$ cat config.mk
export PLATFORM = sky130hd
export DESIGN_NAME = fsync_framer
export DESIGN_NICKNAME = d
export VERILOG_FILES = /design/src/rtl/fsync_pkg.sv /design/src/rtl/fsync_shifter.sv /design/src/rtl/fsync_timing.sv /design/src/rtl/fsync_symbols.sv /design/src/rtl/fsync_framer.sv
export SDC_FILE = /design/constraint.sdc
export NUM_CORES = 1
export LEC_CHECK = 0
export BUFFER_PORTS_ARGS = -buffer_cell sky130_fd_sc_hd__buf_2
export CAP_MARGIN = 10
export CELL_PAD_IN_SITES_DETAIL_PLACEMENT = 0
export CELL_PAD_IN_SITES_GLOBAL_PLACEMENT = 1
export CORE_ASPECT_RATIO = 0.9
export CORE_MARGIN = 5
export CORE_UTILIZATION = 50
export CTS_CLUSTER_SIZE = 16
export DETAILED_ROUTE_END_ITERATION = 10
export PLACE_DENSITY_LB_ADDON = 0.1
export SKIP_CTS_REPAIR_TIMING = 1
export SLEW_MARGIN = 20
export SYNTH_ARGS = -nofsm -noshare
export SYNTH_HDL_FRONTEND = slang
export SYNTH_SLANG_ARGS = --single-unit
$ cat constraint.sdc
create_clock -name clk -period 8.8 [get_ports clk]
set_input_delay 2.2 -clock clk [delete_from_list [all_inputs] [get_ports clk]]
set_output_delay 2.2 -clock clk [all_outputs]
set_load 0.01 [all_outputs]
$ cat src/rtl/fsync_pkg.sv
package fsync_pkg;

    // Two maximal 11-bit runs between transitions, oldest bit at the MSB.
    localparam int          DEF_SYNC_BITS    = 24;
    localparam logic [23:0] DEF_SYNC_PATTERN = 24'b1000_0000_0001_0000_0000_0010;

    // Per-bit framing decision handed from the timing core to the top.
    typedef struct packed {
        logic take;    // real sync accepted (open, windowed or confirmed move)
        logic insert;  // synthetic boundary at window close
    } fsync_evt_t;

    function automatic int frame_len(input int sync_bits, input int merge_bits,
                                     input int sym_bits, input int n_syms);
        return sync_bits + merge_bits + n_syms * (sym_bits + merge_bits);
    endfunction

    function automatic int max2(input int a, input int b);
        return (a > b) ? a : b;
    endfunction

endpackage

$ cat src/rtl/fsync_shifter.sv
module fsync_shifter
    import fsync_pkg::*;
#(
    parameter int                   SYNC_BITS = 24,
    parameter int                   SYM_BITS  = 14,
    parameter logic [SYNC_BITS-1:0] PATTERN   = DEF_SYNC_PATTERN
) (
    input  logic                clk,
    input  logic                rst,
    input  logic                bit_en,
    input  logic                bit_in,
    output logic                sync_hit,
    output logic [SYM_BITS-1:0] word_now
);
    localparam int SR_W = max2(SYNC_BITS, SYM_BITS) - 1;

    logic [SR_W-1:0] sr_q;
    logic [SR_W:0]   view;

    // View including the bit being presented this cycle.
    assign view = {sr_q, bit_in};

    always_ff @(posedge clk) begin
        if (rst) begin
            sr_q <= '0;
        end else if (bit_en) begin
            sr_q <= view[SR_W-1:0];
        end
    end

    assign sync_hit = bit_en && (view[SYNC_BITS-1:0] == PATTERN);
    assign word_now = view[SYM_BITS-1:0];

endmodule

$ cat src/rtl/fsync_timing.sv
module fsync_timing
    import fsync_pkg::*;
#(
    parameter int FRAME_BITS = 588,
    parameter int SYNC_BITS  = 24,
    parameter int SYNC_WIN   = 2,
    parameter int LOSS_LIMIT = 8,
    parameter int CONFIRM    = 3,
    parameter int CW         = 10
) (
    input  logic          clk,
    input  logic          rst,
    input  logic          bit_en,
    input  logic          sync_hit,
    output logic [CW-1:0] pos,
    output fsync_evt_t    evt,
    output logic          locked
);
    localparam int SYNC_END = SYNC_BITS - 1;
    localparam int WIN_LO   = SYNC_END - SYNC_WIN;
    localparam int WIN_HI   = SYNC_END + SYNC_WIN;
    localparam int MW       = $clog2(LOSS_LIMIT + 1);
    localparam int FW       = $clog2(CONFIRM + 1);

    logic [CW-1:0] cnt_q, nxt, cand_pos_q;
    logic [FW-1:0] cand_n_q;
    logic [MW-1:0] miss_q;
    logic          cand_v_q, seen_q, locked_q;
    logic          in_win, win_close;
    logic          hit_open, hit_win, hit_out, cand_same, fwd_move;
    logic          take, insert, shifted;

    always_comb begin
        nxt       = (cnt_q == CW'(FRAME_BITS - 1)) ? '0 : cnt_q + 1'b1;
        in_win    = (nxt >= CW'(WIN_LO)) && (nxt <= CW'(WIN_HI));
        win_close = (nxt == CW'(WIN_HI));
        hit_open  = sync_hit && !locked_q;
        hit_win   = sync_hit && locked_q && in_win;
        hit_out   = sync_hit && locked_q && !in_win;
        cand_same = hit_out && cand_v_q && (nxt == cand_pos_q);
        fwd_move  = cand_same && (cand_n_q == FW'(CONFIRM - 1));
        take      = hit_open || hit_win || fwd_move;
        insert    = bit_en && locked_q && win_close && !seen_q && !hit_win;
        shifted   = take && (nxt != CW'(SYNC_END));
    end

    always_ff @(posedge clk) begin
        if (rst) begin
            cnt_q      <= '0;
            cand_pos_q <= '0;
            cand_n_q   <= '0;
            cand_v_q   <= 1'b0;
            miss_q     <= '0;
            seen_q     <= 1'b0;
            locked_q   <= 1'b0;
        end else if (bit_en) begin
            cnt_q <= take ? CW'(SYNC_END) : nxt;

            // One boundary per window: remember an accepted sync until close.
            if (take) begin
                seen_q <= 1'b1;
            end else if (win_close) begin
                seen_q <= 1'b0;
            end

            // Rear protection: consecutive synthetic boundaries.
            if (take) begin
                locked_q <= 1'b1;
                miss_q   <= '0;
            end else if (insert) begin
                if (miss_q == MW'(LOSS_LIMIT - 1)) begin
                    locked_q <= 1'b0;
                    miss_q   <= '0;
                end else begin
                    miss_q <= miss_q + 1'b1;
                end
            end

            // Forward protection: one candidate position, confirmed per frame.
            if (shifted || !locked_q) begin
                cand_v_q <= 1'b0;
                cand_n_q <= '0;
            end else if (hit_out) begin
                if (cand_same) begin
                    cand_n_q <= cand_n_q + 1'b1;
                end else begin
                    cand_v_q   <= 1'b1;
                    cand_pos_q <= nxt;
                    cand_n_q   <= FW'(1);
                end
            end else if (cand_v_q && (nxt == cand_pos_q)) begin
                cand_v_q <= 1'b0;
                cand_n_q <= '0;
            end
        end
    end

    assign pos        = nxt;
    assign evt.take   = take;
    assign evt.insert = insert;
    assign locked     = locked_q;

endmodule

$ cat src/rtl/fsync_symbols.sv
module fsync_symbols #(
    parameter int SYNC_BITS  = 24,
    parameter int MERGE_BITS = 3,
    parameter int SYM_BITS   = 14,
    parameter int NUM_SYMS   = 33,
    parameter int CW         = 10,
    parameter int IW         = 6
) (
    input  logic                clk,
    input  logic                rst,
    input  logic                bit_en,
    input  logic [CW-1:0]       pos,
    input  logic                restart,
    input  logic                locked,
    input  logic [SYM_BITS-1:0] word_now,
    output logic                sym_valid,
    output logic [SYM_BITS-1:0] sym_word,
    output logic [IW-1:0]       sym_idx,
    output logic                sym_sub
);
    localparam int HDR_LAST = SYNC_BITS + MERGE_BITS - 1;
    localparam int SLOT     = SYM_BITS + MERGE_BITS;
    localparam int PW       = $clog2(SLOT);

    logic          run_q;
    logic [PW-1:0] ph_q;
    logic [IW-1:0] k_q;
    logic          emit;

    assign emit = bit_en && run_q && !restart && locked && (ph_q == PW'(SYM_BITS - 1));

    always_ff @(posedge clk) begin
        if (rst) begin
            run_q <= 1'b0;
            ph_q  <= '0;
            k_q   <= '0;
        end else if (bit_en) begin
            if (restart) begin
                run_q <= 1'b0;
            end else if (pos == CW'(HDR_LAST)) begin
                run_q <= 1'b1;
                ph_q  <= '0;
                k_q   <= '0;
            end else if (run_q) begin
                if (ph_q == PW'(SLOT - 1)) begin
                    ph_q <= '0;
                    if (k_q == IW'(NUM_SYMS - 1)) begin
                        run_q <= 1'b0;
                    end else begin
                        k_q <= k_q + 1'b1;
                    end
                end else begin
                    ph_q <= ph_q + 1'b1;
                end
            end
        end
    end

    always_ff @(posedge clk) begin
        if (rst) begin
            sym_valid <= 1'b0;
            sym_word  <= '0;
            sym_idx   <= '0;
            sym_sub   <= 1'b0;
        end else begin
            sym_valid <= emit;
            sym_sub   <= emit && (k_q == '0);
            if (emit) begin
                sym_word <= word_now;
                sym_idx  <= k_q;
            end
        end
    end

endmodule

$ cat src/rtl/fsync_framer.sv
module fsync_framer
    import fsync_pkg::*;
#(
    parameter int                   SYNC_BITS    = DEF_SYNC_BITS,
    parameter int                   MERGE_BITS   = 3,
    parameter int                   SYM_BITS     = 14,
    parameter int                   NUM_SYMS     = 33,
    parameter int                   SYNC_WIN     = 2,
    parameter int                   LOSS_LIMIT   = 8,
    parameter int                   CONFIRM      = 3,
    parameter logic [SYNC_BITS-1:0] SYNC_PATTERN = DEF_SYNC_PATTERN
) (
    input  logic                         clk,
    input  logic                         rst,
    input  logic                         bit_en,
    input  logic                         bit_in,
    output logic                         frame_start,
    output logic                         frame_inserted,
    output logic                         locked,
    output logic                         sym_valid,
    output logic [SYM_BITS-1:0]          sym_word,
    output logic [$clog2(NUM_SYMS)-1:0]  sym_idx,
    output logic                         sym_sub
);
    localparam int FRAME_BITS = frame_len(SYNC_BITS, MERGE_BITS, SYM_BITS, NUM_SYMS);
    localparam int CW         = $clog2(FRAME_BITS);
    localparam int IDX_W      = $clog2(NUM_SYMS);

    logic                sync_hit;
    logic [SYM_BITS-1:0] word_now;
    logic [CW-1:0]       pos;
    fsync_evt_t          evt;

    fsync_shifter #(
        .SYNC_BITS(SYNC_BITS),
        .SYM_BITS (SYM_BITS),
        .PATTERN  (SYNC_PATTERN)
    ) u_shift (
        .clk     (clk),
        .rst     (rst),
        .bit_en  (bit_en),
        .bit_in  (bit_in),
        .sync_hit(sync_hit),
        .word_now(word_now)
    );

    fsync_timing #(
        .FRAME_BITS(FRAME_BITS),
        .SYNC_BITS (SYNC_BITS),
        .SYNC_WIN  (SYNC_WIN),
        .LOSS_LIMIT(LOSS_LIMIT),
        .CONFIRM   (CONFIRM),
        .CW        (CW)
    ) u_timing (
        .clk     (clk),
        .rst     (rst),
        .bit_en  (bit_en),
        .sync_hit(sync_hit),
        .pos     (pos),
        .evt     (evt),
        .locked  (locked)
    );

    fsync_symbols #(
        .SYNC_BITS (SYNC_BITS),
        .MERGE_BITS(MERGE_BITS),
        .SYM_BITS  (SYM_BITS),
        .NUM_SYMS  (NUM_SYMS),
        .CW        (CW),
        .IW        (IDX_W)
    ) u_syms (
        .clk      (clk),
        .rst      (rst),
        .bit_en   (bit_en),
        .pos      (pos),
        .restart  (evt.take),
        .locked   (locked),
        .word_now (word_now),
        .sym_valid(sym_valid),
        .sym_word (sym_word),
        .sym_idx  (sym_idx),
        .sym_sub  (sym_sub)
    );

    always_ff @(posedge clk) begin
        if (rst) begin
            frame_start    <= 1'b0;
            frame_inserted <= 1'b0;
        end else begin
            frame_start    <= evt.take || evt.insert;
            frame_inserted <= evt.insert;
        end
    end

endmodule

==> results by group, run 1 <==
Floorplan
  – Core box area: 0.00908 mm2
  – Boundary Pins: 29
  – Initial Utilization: 50.9%
  – Die ar.: 0.0113 mm2
  – Num rows: 33
  – Die height: 101 um
  – Die X: 111 um

Global routing
  – Tot GR Track Use: 19.1%
  – GRT overflow: 0
  – Global-route wire length before repair: 18.0 mm
  – Antenna violations before repair: 0
  – Vias in the first global route: 3673
  – Largest net degree at the start of global routing: 56

Setup path
  – Critical path required time: 9.08 ns
  – CP max-delay cell: nand4b_1
  – Peak fanout along the critical path: 39
  – Max incr delay on CP: 0.69 ns
  – Critical path arrival: 4.73 ns
  – Crit path cell chain: buf_2 > buf_4 > and2_1 > nand4_1 > nor2_1 > nand4b_1 > or2_1 > a21oi_1
  – Worst r2r path cells: 9
  – Crit Reg-Reg Startpoint: u_timing.cnt_q[0]$_SDFFE_PP0P_
  – R2R setup slack: 4.56 ns
  – Setup Crit Path Kind: in2reg
  – CP Capture Type: flip-flop
  – Reg2reg end: u_syms.ph_q[1]$_SDFFE_PP0P_
  – Startpoint Class: primary input

Detailed routing
  – Via count: 3722
  – # DRC: 0
  – 1st-iter DRT viols: 165
  – Routed wire per std cell: 15.6 um
  – Routed Antenna Nets: 0
  – Vias per cell: 5.63
  – DR pass1 iterations: 4
  – Final wirelength: 10.3 mm

STA
  – Min Tclk post-route: 4.45 ns
  – Final setup TNS: 0 ns
  – Max Clock Freq: 0.225 GHz
  – Unrepaired setup endpoints after global routing: false
  – Final hold viol count: 0
  – Final worst-path cycle share: 50.6%
  – Final slew viol count: 0
  – Least-Margin Pin Slew: 0.958 ns
  – Final Hold Slack: 0.455 ns
  – Clk_skew: 0.00760 ns
  – Final setup violating endpoints: 0
  – Rel. slew slack: 35.2%

Clock tree
  – H-tree depth: 3
  – Clk Latency, worst-skew pair: 0.34 ns
  – Reg clk slew, reported paths: 0.09 ns
  – Max Buffers Root-to-Sink: 2
  – CTS root buffer: clkbuf_8
  – Clock sink count: 88
  – CTS tree: built
  – TritonCTS buffer count: 9

Power and ir drop
  – Power, Total: 0.743 mW
  – Lkg Pwr: 1.90 nW
  – Power per cell area: 148 mW/mm2
  – VDD IR-drop max: 0.0987 mV

Hold path
  – Hold depth: 2
  – HP Class: reg2reg
  – Worst Hold Path EP: u_syms.sym_idx[4]$_SDFFE_PP0P_
  – Worst Hold Launch: u_syms.sym_idx[4]$_SDFFE_PP0P_

Yosys
  – Sequential cell area fraction in the yosys report: 38.1%
  – Synth top area cells: dfxtp_1 38%, mux2i_1 11%, nand2_1 5.0%
  – Synthesized area: 0.00463 mm2
  – Async set-or-reset flop fraction in the synthesized netlist: 0%
  – Synthesized Nets: 542
  – Area leader, netlist: dfxtp_1
  – Number of synthesized register bits: 88
  – Most frequent cell after synthesis: dfxtp_1
  – Count of cell types in the netlist: 72
  – EDFF count, synth: 0
  – Area share of the largest cell type after synthesis: 38.1%
  – Ys Warns: 0
  – Syn avg cell area: 8.78 um2
  – Predominant post-synthesis flop cell: dfxtp_1
  – Most instantiated cells after synthesis: 88 x dfxtp_1, 62 x nand2_1, 54 x nor2_1
  – Cells after Synth: 527

Finish
  – Layout area overhead: 8.63%
  – Final Util: 55.3%
  – Multi-input gate area: 0.00266 mm2
  – Sequential Area: 0.00176 mm2
  – Layout fillers: 838
  – Design area: 0.00503 mm2
  – Final net count: 550
  – Layout cells sized above 1: 12.6%
  – Antenna cells: 0

Flow run
  – Max-Cap Viols: 0

Place
  – Cell Area, Placed: 0.00479 mm2
  – HPWL after DPL: 7.07 mm
  – Final weighted congestion in routability-driven placement: 0.838
  – Port Buffers: 28

Status
  – Run status: complete, no violations
## placed cells by master, fill, tap and decap left out, types with 11 or more instances in the layout
master	count
nand4_1	11
mux2i_1	53
dfxtp_1	88
a21oi_1	28
o21ai_0	11
nand3_1	17
nand2_1	62
ha_1	11
buf_2	28
inv_1	14
nor2_1	54
## worst max path at each step
stage	startpoint	endpoint	slack, ns	depth (start not counted)
final	bit_en	u_timing.cand_pos_q[2]$_SDFFE_PP0P_	4.35	8
after global routing	bit_en	u_timing.cand_pos_q[2]$_SDFFE_PP0P_	4.18	8
after CTS	bit_en	u_timing.cand_pos_q[2]$_SDFFE_PP0P_	4.37	8
after detailed placement	bit_en	u_timing.cand_pos_q[2]$_SDFFE_PP0P_	4.06	8
after global placement	bit_en	u_timing.cand_pos_q[2]$_SDFFE_PP0P_	4.18	8
after floorplan	bit_en	u_syms.run_q$_SDFFE_PP0P_	5.20	8
## report_power, final
part	leakage, nW	switching (mW)	internal, mW	total (mW)
clock	0.110	0.145	0.161	0.306
sequential	0.709	0.00305	0.399	0.402
combinational	1.08	0.0230	0.0112	0.0342
total	1.90	0.172	0.571	0.743
## per-layer routing
metal  share of wire [%]  routed length [um]  up-vias  track usage (%)
met2                  47                4890       66             32.0
li1                    -                   -     1914                -
met1                  49                5030     1740             25.4
met5                   0                   0        -                0
met3                 3.4                 350        2             3.88
met4                0.37                  38        0             5.14
## logic make-up after synthesis
| family | Yosys count | share of synthesized area (%) |
|---|---|---|
| simple gates | 218 | 25.5 |
| compound gates | 90 | 13.7 |
| flops | 88 | 38.1 |
| mux | 54 | 11.7 |
| buf+inv | 49 | 4.52 |
| xor+xnor | 17 | 3.52 |
| fa+ha+maj | 11 | 2.97 |
## through the flow
stage,cells,setup slack [ns]
global placement,645,4.18
detailed placement,645,4.06
finish,661,4.35
floorplan,527,5.20
global route,661,4.18
CTS,660,4.37
## critical path: cells and delay by family
| kind | cells | cell delay [ns] |
|---|---|---|
| compound gates | 1 | 0.13 |
| buf+inv | 2 | 0.55 |
| simple gates | 5 | 1.85 |
## sequential cells by signal, summed over array words and instances, names as in the netlist, 2 cells and up
signal               count
u_shift.sr_q            23
u_syms.k_q               6
u_syms.ph_q              5
u_syms.sym_idx           6
u_syms.sym_word         14
u_timing.cand_n_q        2
u_timing.cand_pos_q     10
u_timing.cnt_q          10
u_timing.miss_q          4
## cell type report
class / count / share of cell area [%]
clock inverter: 6 / 1.82
clock buffer: 9 / 2.46
multi-input combinational: 390 / 52.9
timing repair buffer: 32 / 3.63
tap: 122 / 3.04
sequential: 88 / 35.1
inverter: 14 / 1.05
(Power assumes the default switching activity.)
==> run 2: changes to the inputs <==
Settings changed: ABC_AREA set to 1, CORE_UTILIZATION 50 to 44.
Clock period 8.8 ns to 4.5 ns, I/O delays scaled along.
==> run 2 against run 1 <==
Sequential share of layout area shrank 0.087 points. Core utilization shrank 5.7 points. Synthesized cell count grew 24%. Count of clock-buffer cells in the layout grew 1. Synthesized area shrank 1.9%. Wire length grew 9.3%.
==> results by group, run 2 <==
Status
  – Run status: complete, no violations

Clock tree
  – CTS tree: built
  – Clock sink count: 88
  – Reg clk slew, reported paths: 0.07 ns
  – H-tree depth: 3
  – Clk Latency, worst-skew pair: 0.34 ns
  – TritonCTS buffer count: 9
  – CTS root buffer: clkbuf_16
  – Max Buffers Root-to-Sink: 2

Setup path
  – Max incr delay on CP: 0.47 ns
  – Peak fanout along the critical path: 37
  – Family with the most delay on the worst path: simple AND/OR/NAND/NOR gates
  – Total stage count of the critical path: 19
  – Critical path required time: 4.75 ns
  – CP Capture Type: flip-flop
  – R2R setup slack: 1.45 ns
  – Reg2reg end: u_syms.sym_sub$_SDFF_PP0_
  – Worst r2r path cells: 19
  – Crit path cell chain: ha_1 > inv_1 > nor2_1 > nand3_2 > nand2_1 > inv_2 > nand3_1 > nor2_1 > nand2_2 > nand2_2 > nand2_2 > nand2_1 > nand2_2 > nand2_4 > inv_4 > nand2_4 > inv_4 > nand2_1 > nor4_1
  – Crit Reg-Reg Startpoint: u_timing.cnt_q[1]$_SDFFE_PP0P_
  – Startpoint Class: flip-flop
  – Worst Setup SP: u_timing.cnt_q[1]$_SDFFE_PP0P_
  – Worst Setup EP: u_syms.sym_sub$_SDFF_PP0_
  – Setup Crit Path Kind: reg2reg
  – Most common cell on crit path: nand2_2
  – CP max-delay cell: dfxtp_1
  – Buf/Inv on CP: 4
  – Critical path arrival: 3.29 ns

Finish
  – Design area: 0.00504 mm2
  – Most frequent cells in the layout: 131 x nand2_1, 88 x dfxtp_1, 79 x inv_1
  – Final net count: 686
  – Non-filler cells, final: 805
  – Most common cell after layout, fill and taps aside: nand2_1
  – Most flops, register: u_shift.sr_q
  – Largest regs: u_shift.sr_q: 23 flops, u_syms.sym_word: 14 flops
  – Layout cells sized above 1: 12.6%
  – Layout area overhead: 11.0%
  – Antenna cells: 0
  – Max reg flops: 23

STA
  – Final slew viol count: 0
  – Clk_skew: 0.00990 ns
  – Final hold viol count: 0
  – Min Tclk post-route: 3.05 ns
  – Final setup violating endpoints: 0
  – Final setup TNS: 0 ns
  – Final worst-path cycle share: 67.7%
  – Rel. slew slack: 66.8%
  – Max Clock Freq: 0.328 GHz
  – Least-Margin Pin Slew: 0.494 ns
  – Unrepaired setup endpoints after global routing: false

Detailed routing
  – Met3 WL post-DR: 386 um
  – Via count: 4093
  – # DRC: 0
  – Met2 Wirelength: 5.05 mm
  – Routed wire per std cell: 14.0 um
  – 1st-iter DRT viols: 212
  – Max Used Layer: met4
  – Final wirelength: 11.3 mm
  – Vias per cell: 5.08
  – DR pass1 iterations: 5
  – DRT met1 WL: 5.77 mm
  – Routed Antenna Nets: 0

Floorplan
  – Core box area: 0.0102 mm2
  – Initial Utilization: 44.7%
  – Die ar.: 0.0125 mm2
  – Die height: 106 um
  – Boundary Pins: 29
  – Num rows: 35
  – Die X: 117 um

Global routing
  – Antenna violations before repair: 0
  – Global-route wire length before repair: 19.1 mm
  – Largest net degree at the start of global routing: 50
  – GRT overflow: 0
  – Tot GR Track Use: 19.2%
  – Vias in the first global route: 3846

Yosys
  – Async set-or-reset flop fraction in the synthesized netlist: 0%
  – Number of synthesized register bits: 88
  – Synthesized area: 0.00454 mm2
  – Predominant post-synthesis flop cell: dfxtp_1
  – Count of cell types in the netlist: 42
  – Sequential cell area fraction in the yosys report: 38.8%
  – Area share of the largest cell type after synthesis: 38.8%
  – EDFF count, synth: 0
  – Syn avg cell area: 6.96 um2
  – Ys Warns: 0
  – Most frequent cell after synthesis: nand2_1
  – Synthesized Nets: 667
  – Most instantiated cells after synthesis: 131 x nand2_1, 88 x dfxtp_1, 79 x inv_1
  – Area leader, netlist: dfxtp_1
  – Cells after Synth: 652
  – Synth top area cells: dfxtp_1 39%, nand2_1 11%, a21oi_1 6.6%

Power and ir drop
  – Power, Total: 1.64 mW
  – Power per cell area: 326 mW/mm2
  – VDD IR-drop max: 0.202 mV
  – Lkg Pwr: 2.29 nW

Flow run
  – Max-Cap Viols: 0

Place
  – Cell Area, Placed: 0.00475 mm2
  – HPWL after DPL: 8.14 mm
  – Final weighted congestion in routability-driven placement: 0.923
  – Port Buffers: 28
  – Placed cells: 789

Hold path
  – Worst Hold Launch: u_timing.cand_n_q[0]$_SDFFE_PP0P_
  – HP Class: reg2reg
-- run 2: tightest hold or removal path: cells and delay by family, from the launching register on --
kind               cells  cell delay (ns)
DFF                    1             0.31
AOI/OAI and AO/OA      1             0.05
and+or+nand+nor        1             0.06
-- run 2: cells by family after synthesis --
family                     share of synthesized area (%)
adders and majority gates                           3.03
xor gates and xnor gates                            1.90
and+or+nand+nor                                     31.8
buffers and inverters                               9.90
AOI/OAI and AO/OA                                   14.6
DFF                                                 38.8
-- run 2: power breakdown --
group / internal [mW] / leakage, nW / switching, mW
clock network: 0.397 / 0.141 / 0.330
registers: 0.795 / 0.715 / 0.0147
logic: 0.0320 / 1.43 / 0.0749
total: 1.22 / 2.29 / 0.420
-- run 2: metrics by stage --
step / setup WS [ns] / hold WS (ns) / util, %
4_1_cts: 1.43 / 0.467 / 49.6
6_report: 1.45 / 0.462 / 49.6
3_5_place_dp: 1.33 / 0.458 / 46.7
2_1_floorplan: 1.80 / 0.439 / -
3_3_place_gp: 1.35 / 0.454 / 46.7
5_1_grt: 1.06 / 0.506 / 49.6
-- run 2: worst min-delay path by stage --
| stage | end | slack [ns] | cells past startpoint |
|---|---|---|---|
| finish | u_timing.cand_n_q[0]$_SDFFE_PP0P_ | 0.46 | 2 |
| global placement | u_timing.cand_n_q[0]$_SDFFE_PP0P_ | 0.45 | 2 |
| floorplan | u_timing.cand_n_q[0]$_SDFFE_PP0P_ | 0.44 | 2 |
| global route | u_syms.sym_idx[2]$_SDFFE_PP0P_ | 0.51 | 2 |
| detailed placement | u_timing.cand_n_q[0]$_SDFFE_PP0P_ | 0.46 | 2 |
| CTS | u_timing.cand_n_q[0]$_SDFFE_PP0P_ | 0.47 | 2 |
-- run 2: routing by layer --
layer / track usage [%] / vias up
met5: 0 / -
met1: 27.6 / 1870
met3: 3.81 / 4
met2: 29.8 / 70
met4: 3.85 / 0
li1: - / 2149
-- run 2: cell type report --
type | count | area [um2]
clock buffer | 10 | 239
clock inverter | 6 | 50.0
fill | 1011 | 5120
inverter | 90 | 343
multi-input combinational | 452 | 2330
sequential | 88 | 1760
tap | 129 | 161
timing repair buffer | 30 | 155
==> run 3: changes to the inputs <==
Clock period 4.5 ns to 2.81 ns, I/O delays scaled along.
==> run 3 against run 2 <==
Core utilization up 2.3 points. Sequential share of layout area down 1.5 points. Non-clock buffer count up 15. Cell area up 4.6%. Critical path depth down 2. Clock power up 71%. Register-to-register slack worse by 1.3 ns. Flip-flop and latch count unchanged. Setup slack worse by 1.3 ns. Fmax up 17%. Hold slack better by 0.010 ns. Global-route usage up 0.40 points. Critical path type unchanged. Largest power group unchanged.
==> results by group, run 3 (synthesis results as in run 2) <==
Floorplan
  – Die height: 106 um
  – Die ar.: 0.0125 mm2
  – Boundary Pins: 29
  – Core box area: 0.0102 mm2
  – Num rows: 35
  – Initial Utilization: 44.7%
  – Die X: 117 um

Finish
  – Most common cell after layout, fill and taps aside: nand2_1
  – Layout area overhead: 16.1%
  – Antenna cells: 0
  – Final net count: 702
  – Largest regs: u_shift.sr_q: 23 flops, u_syms.sym_word: 14 flops
  – Most frequent cells in the layout: 128 x nand2_1, 85 x dfxtp_1, 79 x inv_1
  – Most flops, register: u_shift.sr_q
  – Layout cells sized above 1: 15.8%
  – Max reg flops: 23
  – Design area: 0.00527 mm2

STA
  – Setup ws final: 0.197 ns
  – Final slew viol count: 0
  – Max Clock Freq: 0.383 GHz
  – Final hold viol count: 0
  – Clk_skew: 0.00756 ns
  – Final setup violating endpoints: 0
  – Final worst-path cycle share: 93.0%
  – Min Tclk post-route: 2.61 ns
  – Least-Margin Pin Slew: 0.446 ns
  – Rel. slew slack: 70.1%
  – Final Hold Slack: 0.473 ns
  – Final setup TNS: 0 ns

Clock tree
  – Clk Latency, worst-skew pair: 0.34 ns
  – CTS tree: built
  – Reg clk slew, reported paths: 0.06 ns
  – TritonCTS buffer count: 9
  – Clock sink count: 88
  – Max Buffers Root-to-Sink: 2
  – CTS root buffer: clkbuf_16
  – H-tree depth: 3

Setup path
  – Peak fanout along the critical path: 5
  – Setup Crit Path Kind: reg2reg
  – Startpoint Class: flip-flop
  – Critical path required time: 3.03 ns
  – Critical path arrival: 2.83 ns
  – CP Capture Type: flip-flop

Detailed routing
  – Vias per cell: 5.11
  – Routed wire per std cell: 14.2 um
  – Max Used Layer: met4
  – Met3 WL post-DR: 466 um
  – Final wirelength: 11.6 mm
  – Via count: 4192
  – # DRC: 0
  – Met2 Wirelength: 5.09 mm
  – DR pass1 iterations: 5
  – DRT met1 WL: 5.90 mm
  – Routed Antenna Nets: 0
  – 1st-iter DRT viols: 219

Power and ir drop
  – Clk pwr share: 45.5%
  – Int Power: 2.06 mW
  – Power per cell area: 516 mW/mm2
  – Sw Pwr: 0.663 mW
  – Power, Total: 2.72 mW
  – Sw Ratio: 24.4%
  – Lkg Pwr: 2.39 nW
  – Combinational power share: 7.0%
  – VDD IR-drop max: 0.369 mV
  – Seq pwr share: 47.5%

Place
  – HPWL after DPL: 8.20 mm
  – Port Buffers: 28
  – Dpl ws: 0.0483 ns
  – Cell Area, Placed: 0.00484 mm2
  – Final weighted congestion in routability-driven placement: 0.936

Global routing
  – GRT overflow: 0
  – Largest net degree at the start of global routing: 62
  – Global-route wire length before repair: 19.4 mm
  – Vias in the first global route: 3906
  – Tot GR Track Use: 19.6%
  – Antenna violations before repair: 0

Status
  – Run status: complete, no violations

Hold path
  – HP Class: reg2reg

Flow run
  – Max-Cap Viols: 0
run 3: path summary, 6_finish.rpt:
path | to | slack [ns] | start | depth (start not counted)
min | u_timing.cand_n_q[0]$_SDFFE_PP0P_ | 0.47 | u_timing.cand_n_q[0]$_SDFFE_PP0P_ | 2
max reg2reg | u_timing.cnt_q[9]$_SDFFE_PP0P_ | 0.20 | u_timing.cnt_q[1]$_SDFFE_PP0P_ | 17
min reg2reg | u_timing.cand_n_q[0]$_SDFFE_PP0P_ | 0.47 | u_timing.cand_n_q[0]$_SDFFE_PP0P_ | 2
max | u_timing.cnt_q[9]$_SDFFE_PP0P_ | 0.20 | u_timing.cnt_q[1]$_SDFFE_PP0P_ | 17
run 3: final cells by class:
class	instances	area, um2
repair buffers	45	280
well taps	129	161
inverters	90	353
clock inverters	5	63.8
clock buffers	11	243
repair inverters	1	8.76
fillers	1003	4890
multi-input cells	452	2390
flip-flops and latches	88	1770
run 3: metal layers:
layer  vias to the layer above  global-route usage (%)
li1                       2177                       -
met1                      1929                    28.4
met2                        74                    29.3
met3                        12                    3.76
met4                         0                    5.65
met5                         -                       0
run 3: per-stage QoR:
step                std cells  util (%)
global route              821      51.9
global placement          800      47.7
finish                    821      51.9
CTS                       816      50.7
detailed placement        800      47.7
floorplan                 652         -
run 3: power groups by stage:
stage	Clock, mW	Combinational [mW]	Sequential, mW
after floorplan	0	0.130	1.32
after global placement	0	0.186	1.32
after detailed placement	0	0.186	1.32
after CTS	1.27	0.187	1.29
after global routing	1.32	0.215	1.30
final	1.24	0.190	1.29
run 3: critical path, cell delays in order, from the launching register on:
cell     delay [ns]
dfxtp_2        0.35
buf_4          0.14
nand3_2        0.13
nor2_4         0.19
nand2_1        0.08
nand2_2        0.14
xor2_2         0.20
nand2_1        0.10
nor2_1         0.12
nand2_1        0.10
nor2_4         0.15
nand4_2        0.11
nand2_4        0.17
inv_4          0.08
nand2_1        0.22
o22ai_1        0.11
inv_1          0.07
nor2_1         0.03
